==> src/rtl/cmp_timer.sv <==
module cmp_timer #(
  parameter logic [63:0] RESET_COUNT = 64'd0
) (
  input  logic        clk,
  input  logic        rst_n,
  input  logic        tick,
  input  logic        we,
  input  logic [2:0]  idx,
  input  logic [31:0] wdata,
  output logic [31:0] rdata,
  output logic [3:0]  irq
);
  localparam int NCH = 4;

  logic [63:0] cnt;
  logic [31:0] cmp [NCH];
  logic [NCH-1:0] flag, hit, clr;
  logic [31:0] lo_next;

  assign lo_next = cnt[31:0] + 32'd1;
  assign clr     = (we && idx == 3'd0) ? wdata[NCH-1:0] : '0;
  assign irq     = flag;

  always_ff @(posedge clk or negedge rst_n)
    if (!rst_n)    cnt <= RESET_COUNT;
    else if (tick) cnt <= cnt + 64'd1;

  for (genvar i = 0; i < NCH; i++) begin : g_ch
    assign hit[i] = tick && (lo_next == cmp[i]);
    always_ff @(posedge clk or negedge rst_n)
      if (!rst_n) cmp[i] <= '0;
      else if (we && idx == 3'(i + 3)) cmp[i] <= wdata;
  end

  always_ff @(posedge clk or negedge rst_n)
    if (!rst_n) flag <= '0;
    else        flag <= (flag & ~clr) | hit;

  always_comb
    case (idx)
      3'd0:    rdata = {28'd0, flag};
      3'd1:    rdata = cnt[31:0];
      3'd2:    rdata = cnt[63:32];
      3'd3:    rdata = cmp[0];
      3'd4:    rdata = cmp[1];
      3'd5:    rdata = cmp[2];
      3'd6:    rdata = cmp[3];
      default: rdata = '0;
    endcase
endmodule

==> config.mk <==
export PLATFORM = sky130hd
export DESIGN_NAME = cmp_timer
export DESIGN_NICKNAME = d
export VERILOG_FILES = /design/src/rtl/cmp_timer.sv
export SDC_FILE = /design/constraint.sdc
export NUM_CORES = 1
export LEC_CHECK = 0
export CORE_MARGIN = 2
export CORE_UTILIZATION = 30
export CTS_BUF_LIST = sky130_fd_sc_hd__clkbuf_8
export DETAILED_ROUTE_END_ITERATION = 7
export DONT_BUFFER_PORTS = 1
export PLACE_DENSITY = 0.41
export SYNTH_ARGS = -nofsm -noshare
export SYNTH_HDL_FRONTEND = slang
export SYNTH_SLANG_ARGS = --single-unit
export TNS_END_PERCENT = 5
==> constraint.sdc <==
create_clock -name clk -period 4.1 [get_ports clk]
set_input_delay 0.205 -clock clk [delete_from_list [all_inputs] [get_ports clk]]
set_output_delay 0.205 -clock clk [all_outputs]
set_load 0.01 [all_outputs]
=== Yosys cells after proc, flatten, opt, wreduce, memory -nomap -nowiden ===
Cells that the tools add are included.

* Add/sub/neg operators: 2
* Eq/ne operators: 10
* Muxes and demuxes: 2
* Bitwise logic cells: 3
* Reduce and logical (&&, ||, !) cells: 10

{| class="wikitable"
|+ Operator list
! operator !! number
|-
| case mux 32 bit (7 select lines) || 1
|-
| equality test 32 bit || 4
|-
| adder 64 x 1 -> 64 bit, second input constant || 1
|-
| adder 32 x 1 -> 32 bit, second input constant || 1
|-
| equality test 3 bit, second input constant || 3
|-
| logical AND 1 bit || 9
|-
| equality test 3 x 2 -> 1 bit, second input constant || 2
|-
| AND 4 bit || 1
|-
| two-way mux 4 bit || 1
|-
| NOT 4 bit || 1
|-
| OR 4 bit || 1
|-
| equality test 3 x 1 -> 1 bit, second input constant || 1
|-
| zero test 3 bit || 1
|}

* Flip-flop bits (word level): 196
* Input bits: 39
* Output and inout bits: 36
* Word-level logic and storage cells: 33

=== Longest topological paths before layout ===
* Depth after elaboration: 6
* Gate-level depth with buffers: 11
* Depth with buffers taken out: 9

=== Worst setup path before layout ===
No wires, ideal clock.

* Path kind: register to register
* From: register cnt[1]
* To: register flag[0], in the netlist irq[0]
* Library setup time: 0.092 ns
* Data arrival time: 3.059 ns
* Data required time: 4.008 ns
* Path slack: 0.949 ns
* Stages on the path, launching flop included: 12
* Buffers on the path: 2
* Clock period less this slack: 3.151 ns
* Cells stage by stage: dfrtp_1 ha_1 buf_6 and4_1 nand3_1 or3_1 clkbuf_1 xor2_1 o221ai_1 or4b_1 or4_1 o31ai_2

* Cells in the longest elaborated chain, start to end: 4

{| class="wikitable"
|+ RTL lines
! item !! line !! text
|-
| from (decl) || 15 || <nowiki>logic [63:0] cnt;</nowiki>
|-
| from (signal assigned) || 26 || <nowiki>else if (tick) cnt <= cnt + 64'd1;</nowiki>
|-
| adder 32 x 1 -> 32 bit || 20 || <nowiki>assign lo_next = cnt[31:0] + 32'd1;</nowiki>
|-
| equality test 32 bit || 29 || <nowiki>assign hit[i] = tick && (lo_next == cmp[i]);</nowiki>
|-
| logical AND 1 bit || 29 ||
|-
| OR 4 bit || 37 || <nowiki>else flag <= (flag & ~clr) | hit;</nowiki>
|-
| to (signal assigned) || 37 ||
|-
| to (decl) || 17 || <nowiki>logic [NCH-1:0] flag, hit, clr;</nowiki>
|}

No other way between the ends.
A chain may end at the register's enable or synchronous reset.

=== Final worst setup path ===
Same ends and word-level chain as after synthesis.

==> impl_metrics.tcl <==
set metrics [dict create \
    drcViolationCount 0 \
    hold_path_class "in2async" \
    p_seq_share_pct 46.5 \
    dr.first_iter.drc_count 881 \
    max_stage_delay_ns 0.62 \
    netlist_area_um2 12000 \
    timing.final.crit_period_ns 3.694 \
    start_util_pct 30.26 \
    combPwrFrac_pct 30.2 \
    port_buffers 0 \
    synth_cell_types 65 \
    drtPass1Iterations 5 \
    p_per_area_nw_per_um2 438.7 \
    worst_slew_margin_rel_pct 25.35 \
    setup_viol 0 \
    dieArea_um2 41600 \
    crit_path_max_fanout 9 \
    ys_seq_area_share_pct 40.89 \
    synth.avg_cell_area_um2 10.04 \
    critical_path.top_delay_family "simple AND/OR/NAND/NOR gates" \
    routabilityCongestion 0.9650 \
    cts.sinks 196 \
    clock_path_buffers 2 \
    crit_cells 9 \
    drt-total-wl_um 49260 \
    status "finished, violations left" \
    whs_ns -0.6683 \
    required_ns 4.58 \
    crit_path_start "cnt[1]" \
    grt_max_degree 197 \
    cp-start-kind "flop" \
    yosysTopAreaCellShare_pct 40.89 \
    die-width_um 204.0 \
    ir_drop_mv 0.2517 \
    post-dp-hpwl_um 36650 \
    clk_pin_slew_ns 0.10 \
    fin_ws_ns 0.4062 \
    crit_path_end "irq[0]" \
    slew_viol_final 0 \
    cts_root_buf "clkbuf_8" \
    synthTopCellsByArea "dfrtp_1, mux2_2, xnor2_1" \
    syn_nets 1235 \
    yosys_register_bits 196 \
    worstPathCellList "ha_1 -> nand4_2 -> nor3_4 -> xnor2_1 -> nor2_1 -> nor4_1 -> nand4_1 -> or4_1 -> o31ai_2" \
    areaGrowthSynthToFinish_pct 12.42 \
    clock_power_share_pct 23.3 \
    cts_resized 0 \
    clk_latency_ns 0.57 \
    p_leak_nw 5.168 \
    switching_share_pct 38.10 \
    drtAntennaViolNets 0 \
    synth_flop_cell "dfrtp_1" \
    internal_power_mw 3.662 \
    arrival_ns 4.17 \
    async_reset_ff_share_pct 100.0 \
    rsz0062_at_grt "no" \
    tns_ns 0 \
    hold_buffers 38 \
    reg2reg_slack_ns 0.41 \
    cap_violations 0 \
    io_pins 75 \
    failed_checks "hold timing" \
    crit_path_top_delay_cell "nor4_1" \
    worstMarginPinSlew_ns 1.116 \
    finalCritPeriodShare_pct 90.09 \
    num_vias 9889 \
    nNetsFinal 1257 \
    grt_pass1_wl_um 72970 \
    pre_cts_slack_ns 0.3992 \
    placementRows 73 \
    yosysTopAreaCell "dfrtp_1" \
    rr_worst_depth 9 \
    htree_num_levels 4 \
    cts_tree "done" \
    post_cts_buffers 0 \
    synth_cells 1195 \
    via_per_inst 5.641 \
    p_switching_mw 2.254 \
    endpoint_kind "flop" \
    fmax_mhz 270.7 \
    crit_buf_inv 0 \
    antenna_cells 0 \
    drive_above_1_share_pct 18.08 \
    hold_viol_final 196 \
    antenna_found_initial 0 \
    grt_pass1_vias 9869 \
    grt.total_usage_pct 24.47 \
    synth_edf_count 0 \
    yosys_warnings 0 \
    cts_inserted_buffers 17 \
    coreArea_um2 39640 \
    rr_endpoint "irq[0]" \
    die_h_um 204.0 \
    grt_overflow_total 0 \
    wire_per_inst_um 28.10 \
    fin_skew_ns 0.02049 \
    path_class "reg2reg" \
    r2r_start "cnt[1]" \
]
-- synthesized netlist by cell type (9+ instances only) --
cell / count
nand3_1: 65
o21ai_0: 26
nand3b_1: 11
nor3b_1: 22
a22oi_1: 87
and3_1: 18
inv_1: 9
buf_1: 14
nor3_1: 23
nand2_1: 84
xnor2_1: 134
a21oi_1: 24
dfrtp_1: 196
nor2_1: 56
nand4_1: 34
a31oi_1: 10
xor2_1: 58
nor4_1: 19
mux2_2: 130
clkbuf_1: 54
-- per-layer routing --
layer / wire length [um] / vias to the layer above / global-route usage (%)
met5: 0 / - / 0
met4: 1143 / 0 / 8.152
met3: 2659 / 43 / 4.512
met2: 22040 / 297 / 37.05
met1: 23420 / 5126 / 35.03
li1: - / 4423 / -
-- metrics by stage --
step                      std cells  total power [mW]  instance area [um^2]  utilization, %
after global routing           1753             6.242                 13490           34.02
after detailed placement       1685             4.510                 12690           32.02
after global placement         1685             4.510                 12690           32.02
after CTS                      1753             5.989                 13490           34.02
final                          1753             5.916                 13490           34.02
after floorplan                1195             3.787                 12000               -
-- registers in the layout (all words and copies together), names as in the netlist --
register and flops:
cnt 64, cmp 128, irq 4
-- worst register-to-register path: cells and delay by family (launching register included) --
kind	cells	cell delay (ns)
XOR/XNOR	1	0.41
AO/OA/AOI/OAI	1	0.22
AND/OR/NAND/NOR	6	2.33
flip-flops	1	0.41
adder cells (fa/ha/maj)	1	0.23
-- placed cells by master, fill, tap and decap left out, types with 4 or more instances in the layout --
cell / n
dlygate4sd3_1: 37
o22ai_1: 8
nor3b_1: 19
nor3_1: 23
a211oi_1: 4
a22oi_1: 87
and4_1: 8
dfrtp_1: 196
a22o_1: 6
nor4_1: 19
mux2i_1: 5
nor2_1: 54
or3_1: 4
and2_1: 4
nand4_1: 34
xor2_1: 58
a21oi_1: 24
a31oi_1: 10
xnor2_1: 134
inv_1: 11
a221oi_1: 5
and3_1: 18
nor2b_1: 4
o21ai_0: 26
nand2b_1: 6
nand2_1: 81
mux2_2: 130
o2111ai_1: 4
nand3b_1: 11
nand3_1: 65
clkbuf_8: 18
buf_4: 43
-- power groups by stage --
stage	Sequential (mW)	Clock (mW)	Combinational, mW
6_report	2.75	1.38	1.79
5_1_grt	2.80	1.50	1.93
2_1_floorplan	2.54	0	1.25
4_1_cts	2.75	1.45	1.80
3_3_place_gp	2.78	0	1.73
3_5_place_dp	2.78	0	1.73
-- kinds of logic after synthesis --
group	Yosys count	synth area share [%]
mux	136	12.81
buf+inv	87	2.973
compound gates	208	12.30
simple gates	375	16.91
fa+ha+maj	1	0.1043
flops	196	40.89
xor+xnor	192	14.02
-- layout make-up --
class | instances | area [um^2]
multi-input cells | 912 | 6773
fillers | 4122 | 26160
inverters | 9 | 33.78
well taps | 525 | 656.9
clock buffers | 18 | 247.7
repair buffers | 81 | 713.2
flip-flops and latches | 196 | 4905
clock inverters | 12 | 156.4
-- worst min path at each step --
stage,from,to,slack (ns)
detailed placement,rst_n,cmp[2],-0.07
floorplan,rst_n,cmp[0],-0.09
global route,rst_n,cnt[7],-0.71
finish,rst_n,cmp[66],-0.67
CTS,rst_n,cnt[3],-0.75
global placement,rst_n,cmp[68],-0.07
Power figures use the tool's default switching activity.
